### src/rtl/atomic_rmw_unit.sv
module atomic_rmw_unit #(
  parameter int AW       = 32,
  parameter int RW       = 6,
  parameter int ZERO_REG = 63,
  parameter int SEQ_REG  = 62,
  parameter int PORT_LO  = 56,
  parameter int PORT_HI  = 61
) (
  input  logic          clk,
  input  logic          rst_n,
  input  logic          cmd_valid,
  input  logic [3:0]    cmd_op,
  input  logic [AW-1:0] cmd_addr,
  input  logic [63:0]   cmd_data,
  input  logic [RW-1:0] cmd_dest,
  input  logic [63:0]   cmp_val,
  output logic          busy,
  output logic          mem_req,
  output logic          mem_we,
  output logic          mem_wide,
  output logic          mem_lock,
  output logic [AW-1:0] mem_addr,
  output logic [63:0]   mem_wdata,
  input  logic          mem_ack,
  input  logic          mem_err,
  input  logic [63:0]   mem_rdata,
  output logic          res_valid,
  output logic [63:0]   res_data,
  output logic [RW-1:0] res_dest,
  output logic          res_we,
  output logic          fault,
  output logic [1:0]    fault_cause,
  output logic [AW-1:0] fault_addr
);
  typedef enum logic [1:0] {S_IDLE, S_RD, S_WR} st_t;
  localparam logic [1:0] C_ALIGN = 2'd1, C_ACC = 2'd2, C_REG = 2'd3;

  st_t           st;
  logic [2:0]    kind;
  logic          narrow;
  logic [AW-1:0] addr;
  logic [63:0]   opnd, cmpv, old, wval;
  logic [RW-1:0] dest;

  wire        misal   = cmd_op[3] ? |cmd_addr[1:0] : |cmd_addr[2:0];
  wire        accept  = cmd_valid && st == S_IDLE;
  wire [63:0] rd_x    = narrow ? {{32{mem_rdata[31]}}, mem_rdata[31:0]} : mem_rdata;
  wire [63:0] cmp_x   = narrow ? {{32{cmpv[31]}}, cmpv[31:0]} : cmpv;
  wire [63:0] sum     = rd_x + opnd;
  wire        sum_neg = narrow ? sum[31] : sum[63];
  wire        d_drop  = dest == RW'(ZERO_REG) || dest == RW'(SEQ_REG);
  wire        d_bad   = dest >= RW'(PORT_LO) && dest <= RW'(PORT_HI);

  logic        do_wr;
  logic [63:0] new_val;
  always_comb begin
    do_wr   = 1'b1;
    new_val = opnd;
    case (kind)
      3'd0: new_val = opnd;
      3'd1: do_wr = (rd_x == cmp_x);
      3'd2: new_val = sum;
      3'd3: begin new_val = sum; do_wr = !sum_neg; end
      3'd4: new_val = rd_x & opnd;
      3'd5: new_val = rd_x | opnd;
      default: do_wr = 1'b0;
    endcase
  end

  wire        ack_ok  = mem_ack && !mem_err;
  wire        done_ok = (st == S_RD && ack_ok && !do_wr) || (st == S_WR && ack_ok);
  wire [63:0] fin_val = (st == S_RD) ? rd_x : old;

  assign busy      = st != S_IDLE;
  assign mem_req   = st != S_IDLE;
  assign mem_lock  = st != S_IDLE;
  assign mem_we    = st == S_WR;
  assign mem_wide  = !narrow;
  assign mem_addr  = addr;
  assign mem_wdata = wval;

  always_ff @(posedge clk) begin
    if (!rst_n) begin
      st <= S_IDLE; kind <= '0; narrow <= 1'b0; addr <= '0; opnd <= '0; cmpv <= '0;
      old <= '0; wval <= '0; dest <= '0;
      res_valid <= 1'b0; res_data <= '0; res_dest <= '0; res_we <= 1'b0;
      fault <= 1'b0; fault_cause <= '0; fault_addr <= '0;
    end else begin
      res_valid <= 1'b0;
      fault     <= 1'b0;
      case (st)
        S_IDLE: if (accept) begin
          kind <= cmd_op[2:0]; narrow <= cmd_op[3]; addr <= cmd_addr;
          opnd <= cmd_data; cmpv <= cmp_val; dest <= cmd_dest;
          if (misal) begin
            fault <= 1'b1; fault_cause <= C_ALIGN; fault_addr <= cmd_addr;
          end else st <= S_RD;
        end
        S_RD: if (mem_ack) begin
          old <= rd_x;
          if (mem_err) begin
            fault <= 1'b1; fault_cause <= C_ACC; fault_addr <= addr; st <= S_IDLE;
          end else if (do_wr) begin
            wval <= new_val; st <= S_WR;
          end else st <= S_IDLE;
        end
        S_WR: if (mem_ack) begin
          st <= S_IDLE;
          if (mem_err) begin
            fault <= 1'b1; fault_cause <= C_ACC; fault_addr <= addr;
          end
        end
        default: st <= S_IDLE;
      endcase
      if (done_ok) begin
        if (d_bad) begin
          fault <= 1'b1; fault_cause <= C_REG; fault_addr <= addr;
        end else begin
          res_valid <= 1'b1; res_data <= fin_val; res_dest <= dest; res_we <= !d_drop;
        end
      end
    end
  end

  a_r7_aligned_req: assert property (@(posedge clk) disable iff (!rst_n)
    mem_req |-> (mem_wide ? mem_addr[2:0] == 3'd0 : mem_addr[1:0] == 2'd0));
  a_r11_lock_after_read: assert property (@(posedge clk) disable iff (!rst_n)
    (mem_req && mem_ack && !mem_we && !mem_err) |=> (mem_lock || res_valid || fault));
  a_r12_idle_on_done: assert property (@(posedge clk) disable iff (!rst_n)
    (res_valid || fault) |-> !busy);
  a_r12_exclusive: assert property (@(posedge clk) disable iff (!rst_n)
    !(res_valid && fault));
  a_r9_drop_dest: assert property (@(posedge clk) disable iff (!rst_n)
    (res_valid && (res_dest == RW'(ZERO_REG) || res_dest == RW'(SEQ_REG))) |-> !res_we);
  a_r5_gez_sign: assert property (@(posedge clk) disable iff (!rst_n)
    (mem_req && mem_we && kind == 3'd3) |-> !(mem_wide ? mem_wdata[63] : mem_wdata[31]));
  a_r8_err_fault: assert property (@(posedge clk) disable iff (!rst_n)
    (mem_req && mem_ack && mem_err) |=> (fault && fault_cause == 2'd2));
endmodule

### config.mk
export PLATFORM = sky130hd
export DESIGN_NAME = atomic_rmw_unit
export DESIGN_NICKNAME = d
export VERILOG_FILES = /design/src/rtl/atomic_rmw_unit.sv
export SDC_FILE = /design/constraint.sdc
export NUM_CORES = 1
export LEC_CHECK = 0
export ABC_AREA = 0
export BUFFER_PORTS_ARGS = -buffer_cell sky130_fd_sc_hd__buf_2
export CAP_MARGIN = 20
export CELL_PAD_IN_SITES_DETAIL_PLACEMENT = 2
export CELL_PAD_IN_SITES_GLOBAL_PLACEMENT = 2
export CORE_MARGIN = 3
export CORE_UTILIZATION = 29
export CTS_CLUSTER_SIZE = 28
export DETAILED_ROUTE_END_ITERATION = 10
export GPL_TIMING_DRIVEN = 1
export PLACE_DENSITY = 0.8
export SETUP_SLACK_MARGIN = 0.4
export SKIP_LAST_GASP = 1
export SLEW_MARGIN = 20
export SYNTH_ARGS = -nofsm -noshare
export SYNTH_HDL_FRONTEND = slang
export SYNTH_SLANG_ARGS = --single-unit
### constraint.sdc
create_clock -name clk -period 4.9 [get_ports clk]
set_input_delay 1.47 -clock clk [delete_from_list [all_inputs] [get_ports clk]]
set_output_delay 1.47 -clock clk [all_outputs]
set_load 0.05 [all_outputs]
After elaboration in Yosys (flattened, before gate mapping)
Cells that the tools add are included. W data, S select, Z words.

Output and inout bits: 208. Input port bits: 239. Flip-flop bits (word level): 407. Logic and storage cells: 100.

Bitwise operators: 4. Equal/unequal tests: 14. $add $sub $neg: 1. Reductions and logical operators: 27. Multiplexer cells: 36. Order comparisons: 2.

Operators with widths (number): $mux W32 (6); $mux W64 (3); $pmux W64 S3 (1); $add A64 B64 Y64 (1); $and A64 B64 Y64 (1); $eq A64 B64 Y1 (1); $or A64 B64 Y64 (1); $pmux W32 S2 (1); $mux W2 (12); $eq A6 B6 Y1 const B (2); $mux W1 (9); $reduce_and A2 Y1 (4); $reduce_and A4 Y1 (2); $eq A3 B2 Y1 const B (2); $eq A3 B3 Y1 const B (2); $ge A6 B6 Y1 const B (1); $le A6 B6 Y1 const B (1); $logic_and A1 B1 Y1 (6); $ne A2 B2 Y1 const B (3); $pmux W2 S3 (1); $reduce_or A2 Y1 (3); $logic_not A1 Y1 (5); $pmux W2 S2 (1); $reduce_or A4 Y1 (1); other kinds (12) (14).

Depth between registers and ports, before layout
Depth after elaboration: 9. Mapped depth: 22. Gate-level depth less buffers: 16.

Worst setup path after synthesis
OpenSTA, ideal clock, no wires.

Path kind: input to register. Start: in mem_rdata[31]. End: reg fault_addr[12]. Data required time: 4770 ps. Library setup time: 130 ps. Path slack: -238 ps. Arrival time: 5007 ps. Stages on the path: 19. Buffers on the path: 4. Path through: inv_1 -> nor2_1 -> clkbuf_1 -> a21oi_1 -> ha_1 -> and2_4 -> and3_4 -> a21o_1 -> a221o_1 -> a221oi_1 -> o21ai_1 -> a21oi_4 -> mux2_4 -> and2_1 -> buf_2 -> buf_2 -> buf_2 -> a31oi_1 -> o31ai_1.

Word-level cells in the longest chain between the ends: 9. Elaborated cells on any way between the ends: 10. Those cells by class: add/sub: 1; eq/ne: 1; mux: 4; reduce/logical: 4.

Ends and longest elaborated chain: start: declaration (line 26) `input logic [63:0] mem_rdata,`; $mux W64 * (line 47) `wire [63:0] rd_x = narrow ? {{32{mem_rdata[31]}}, mem_rdata[31:0]} : mem_rdata;`; $add A64 B64 Y64 (line 49) `wire [63:0] sum = rd_x + opnd;`; $mux W1 (line 50) `wire sum_neg = narrow ? sum[31] : sum[63];`; $logic_not A1 Y1 (line 63) `3'd3: begin new_val = sum; do_wr = !sum_neg; end`; $pmux W1 S3 * (line 59) `case (kind)`; $logic_not A1 Y1 * (line 71) `wire done_ok = (st == S_RD && ack_ok && !do_wr) || (st == S_WR && ack_ok);`; $logic_and A1 B1 Y1 * (line 71); $logic_or A1 B1 Y1 * (line 71); $mux W32 * (line 115) `if (done_ok) begin`; end signal: assignment (line 87) `fault <= 1'b0; fault_cause <= '0; fault_addr <= '0;`; end signal: assignment (line 110) `fault <= 1'b1; fault_cause <= C_ACC; fault_addr <= addr;`; end signal: assignment (line 117) `fault <= 1'b1; fault_cause <= C_REG; fault_addr <= addr;`; end: declaration (line 33) `output logic [AW-1:0] fault_addr`.

Mark *: on every way between the ends. The rest lies on a longest branch, timed or not. A chain may end at the register's enable or synchronous reset.

Final worst setup path
Start: in mem_rdata[31]. End: reg res_data[5].

Word-level cells in the longest chain between the ends: 9. Elaborated cells on any way between the ends: 10. Those cells by class: add/sub: 1; eq/ne: 1; mux: 3; reduce/logical: 5.

Ends and longest elaborated chain: $mux W64 * (line 47); $add A64 B64 Y64 (line 49); $mux W1 (line 50); $logic_not A1 Y1 (line 63); $pmux W1 S3 * (line 59); $logic_not A1 Y1 * (line 71); $logic_and A1 B1 Y1 * (line 71); $logic_or A1 B1 Y1 * (line 71); $reduce_and A2 Y1 (no line) *; end signal: assignment (line 86) `res_valid <= 1'b0; res_data <= '0; res_dest <= '0; res_we <= 1'b0;`; end signal: assignment (line 119) `res_valid <= 1'b1; res_data <= fin_val; res_dest <= dest; res_we <= !d_drop;`; end: declaration (line 28) `output logic [63:0] res_data,`.

Marked as above.

==> key figures <==
Layout
  • Area of the multi-input gates: 14340 um^2
  • Fill cells: between 9k and 10k
  • Register area: slightly above 8000 um^2
  • # nets final: roughly 4.2k
  • Finished Layout Cells: around 4.9k
  • Area grow syn2layout: 39.11%
  • Share of layout cells above drive strength 1: between 20% and 30%

Synthesis
  • Ys Warns: 0
  • Mean post-synth cell area: between 7 and 8 um^2
  • EDFF count, synth: 0
  • Primary FF master, synth: dfxtp_1
  • Area of the mapped netlist: between 20000 and 25000 um^2
  • Mapped Cells: ~3.1k
  • Synth async-reset ratio: 0%
  • Synth top area cells: dfxtp_1, a21oi_1, nand2_1
  • Yosys cell types: slightly below 80
  • Yosys top cell area share: between 30% and 40%
  • Post-synthesis sequential area ratio: 34.89%
  • Synthesis-stage register bit count: 407
  • Synthesized net count: about 3.5k
  • Post-synth top area cell: dfxtp_1

Drt
  • DRT Pass-1 Iters: 5
  • DR WL/cell: about 28 um
  • DRT antenna net count: 0
  • DR iter-0 viols: a little over 2k
  • Detailed Route WL: around 140000 um
  • Post-route DRC: 0
  • Vias: ~28k
  • Post-DR vias/cell: between 5 and 6

Clocking
  • Sink Count: between 400 and 500
  • CTS Buf Count: between 40 and 50
  • Hold-fix buffers, CTS: 0
  • CTS max path bufs: 3
  • CTS clock-pin slew for the worst setup and hold paths: 70 ps
  • CTS tree: done
  • CTS Root Cell: clkbuf_16
  • Number of H-tree levels: 2
  • Latest clock arrival within the worst-skew pair: 630 ps

STA
  • Final Max Tran Viols: 0
  • Final setup violation count: 1
  • RSZ-0062 raised after global routing: yes
  • Fin crit share: 100.3%
  • Sum Neg Setup Slack: -15.30 ps
  • Peak Freq: 0.2034 GHz
  • Worst Skew: between 30 and 40 ps
  • Crit path time final: about 5000 ps
  • Worst slew pin tran: 1090 ps
  • Slew headroom: between 20 and 30%
  • Hold Violations, Final: 0
  • Final Worst Setup Slack: -15.30 ps

GRT
  • Global-route wire length before repair: 186200 um
  • Gr ovfl total: 0
  • Vias in the first global route: around 29k
  • Initial antenna violation count: 18
  • GRT Util Overall: slightly below 30%
  • Largest net degree at the start of global routing: around 140

Worst setup path
  • Worst Path Arrival: 5410 ps
  • Critical Path RT: 5390 ps
  • R2r startpoint: narrow
  • WS Path Type: input pin to flip-flop
  • Setup crit end kind: flip-flop
  • Critical path launch point type: input pin
  • Critical path fanouts, max: 8
  • Critical Path Source: mem_rdata[31]

Power and ir drop
  • Cell area power density: about 310 nW/um^2
  • Leakage: 13.84 nW
  • Maximum vdd drop: ~0.00026 V
  • Total power: around 0.010 W

Job
  • Max_cap viols: 0

Floorplan
  • Die Y: roughly 290 um
  • Die ar.: around 84000 um^2
  • Die width: slightly below 300 um
  • I/O pins: ~450
  • Starting Density: 29.42%
  • Core footprint: 79390 um^2
  • Row cnt: 103

Placement
  • I/O Buffers: between 400 and 500
  • Final HPWL DP: 89200 um
  • Gp weighted congestion: about 0.92
  • Cell count after placement: approximately 4.7k

Status
  • Violated checks: setup timing
  • Status: finished with violations

Min path
  • Hold Path Class: flip-flop to flip-flop
  • HP Start: dest[0]
-- path summary, 6_finish.rpt --
check | endpoint | slack (ps) | cells after the start
worst min-delay path | dest[0] | 470 | 2
worst max-delay path | res_data[5] | -20 | 21
worst max register to register | res_data[5] | 330 | 20
worst min register to register | dest[0] | 470 | 2
-- cells in the final DEF, fill, tap and decap left out, drive strengths merged, types with 4 or more instances in the layout --
master / netlist / final
inv: 174 / 173
a221oi: 38 / 38
o31ai: 71 / 71
nor4: 8 / 8
a21o: 39 / 39
nand2b: 18 / 18
and3: 9 / 9
o21bai: 16 / 16
xor2: 27 / 27
mux2i: 44 / 44
a2111oi: 11 / 11
a211o: 34 / 34
o211ai: 27 / 27
xnor2: 76 / 76
nand3b: 7 / 7
nand4: 31 / 31
ha: 134 / 134
a21oi: 454 / 454
a21boi: 8 / 8
a211oi: 43 / 43
buf: 45 / 869
a31oi: 40 / 40
diode: 0 / 12
nand2: 595 / 595
clkbuf: 203 / 78
o2111ai: 4 / 4
clkinv: 1 / 13
o21a: 10 / 10
nor2: 175 / 175
bufinv: 0 / 7
nor2b: 5 / 5
a221o: 19 / 19
nor3: 12 / 12
o21ai: 166 / 166
a22oi: 35 / 35
nand3: 57 / 57
and2: 7 / 7
dfxtp: 407 / 407
o22ai: 16 / 16
-- routing by layer --
layer / vias to the layer above / share of wire [%] / GRT usage, %
met5: - / 0.013 / 0
met2: 1027 / 47 / 47.04
met3: 313 / 6.2 / 4.745
met4: 4 / 4.7 / 10.90
li1: 12230 / - / -
met1: 14050 / 42 / 38.17
-- through the flow --
stage,cell area (um^2),utilization [%],setup slack [ps],hold WS (ps)
2_1_floorplan,23600,-,158.3,435.7
3_3_place_gp,29200,36.79,-544.1,438.8
3_5_place_dp,29200,36.79,-699.6,445.7
4_1_cts,31590,39.80,301.4,455.5
5_1_grt,32490,40.93,-58.21,494.1
6_report,32490,40.93,-15.30,465.6
-- cells in the mapped netlist (5+ instances only) --
library cell	number
a31oi_1	39
clkbuf_1	202
nor2_1	175
xor2_1	27
nor3_1	12
nand3_1	57
nor4_1	8
xnor2_1	76
a221o_1	19
mux2i_1	44
a211o_1	34
o21ai_0	158
dfxtp_1	407
o21bai_1	16
a2111oi_0	10
buf_4	5
a21oi_1	452
a22oi_1	35
ha_1	134
buf_1	8
o21ai_1	7
nand3b_1	7
and2_1	5
inv_1	173
nand2_1	594
and3_1	8
o211ai_1	27
nand4_1	31
o22ai_1	16
a221oi_1	36
a21boi_0	8
nand2b_1	18
a21o_1	39
a211oi_1	43
buf_2	32
nor2b_1	5
o21a_1	9
o31ai_1	71
-- logic make-up after synthesis --
kind of cell / share of synthesized area, %
DFF: 34.89
and+or+nand+nor: 16.60
adders and majority gates: 7.264
muxes: 1.950
buffers and inverters: 7.055
AOI/OAI and AO/OA: 28.39
xor gates and xnor gates: 3.862
-- critical path, cell delays in order --
cell and delay, ps:
buf_12 110, inv_12 40, nor2_4 40, buf_12 160, buf_6 130, a21oi_4 340
ha_4 300, a21oi_2 180, o21ai_2 100, a21o_1 180, a221o_1 320, a221oi_2 310
o21ai_2 110, a21oi_4 150, mux2_4 270, a41oi_4 140, buf_12 200, clkbuf_16 180
buf_12 140, buf_16 130, o31ai_1 360
-- repair_timing --
action,CTS,global route
endpoints found under the setup margin,172,172
cloned,5,10
resized for setup,59,103
pin swaps,31,73
buffers inserted,26,12
-- sequential cells by signal, indices dropped and copies added, names as in the netlist --
name	count
st	2
res_valid	1
cmpv	64
dest	6
fault	1
kind	3
res_data	64
fault_cause	2
mem_wdata	64
res_we	1
old	64
mem_addr	32
narrow	1
res_dest	6
opnd	64
fault_addr	32
-- final cells by class --
class	instances	area share (%)
flip-flops and latches	407	25.08
repair buffers	879	19.22
well taps	1050	4.044
clock inverters	20	1.017
multi-input cells	2278	44.12
inverters	175	2.087
clock buffers	68	4.336
diodes	12	0.09243
-- power breakdown --
group	switching (W)	internal [W]
Sequential	0.000126	0.00343
Clock	0.00166	0.00238
Combinational	0.00158	0.000909
Total	0.00337	0.00673
No activity file was read; power rests on OpenSTA's default activity.
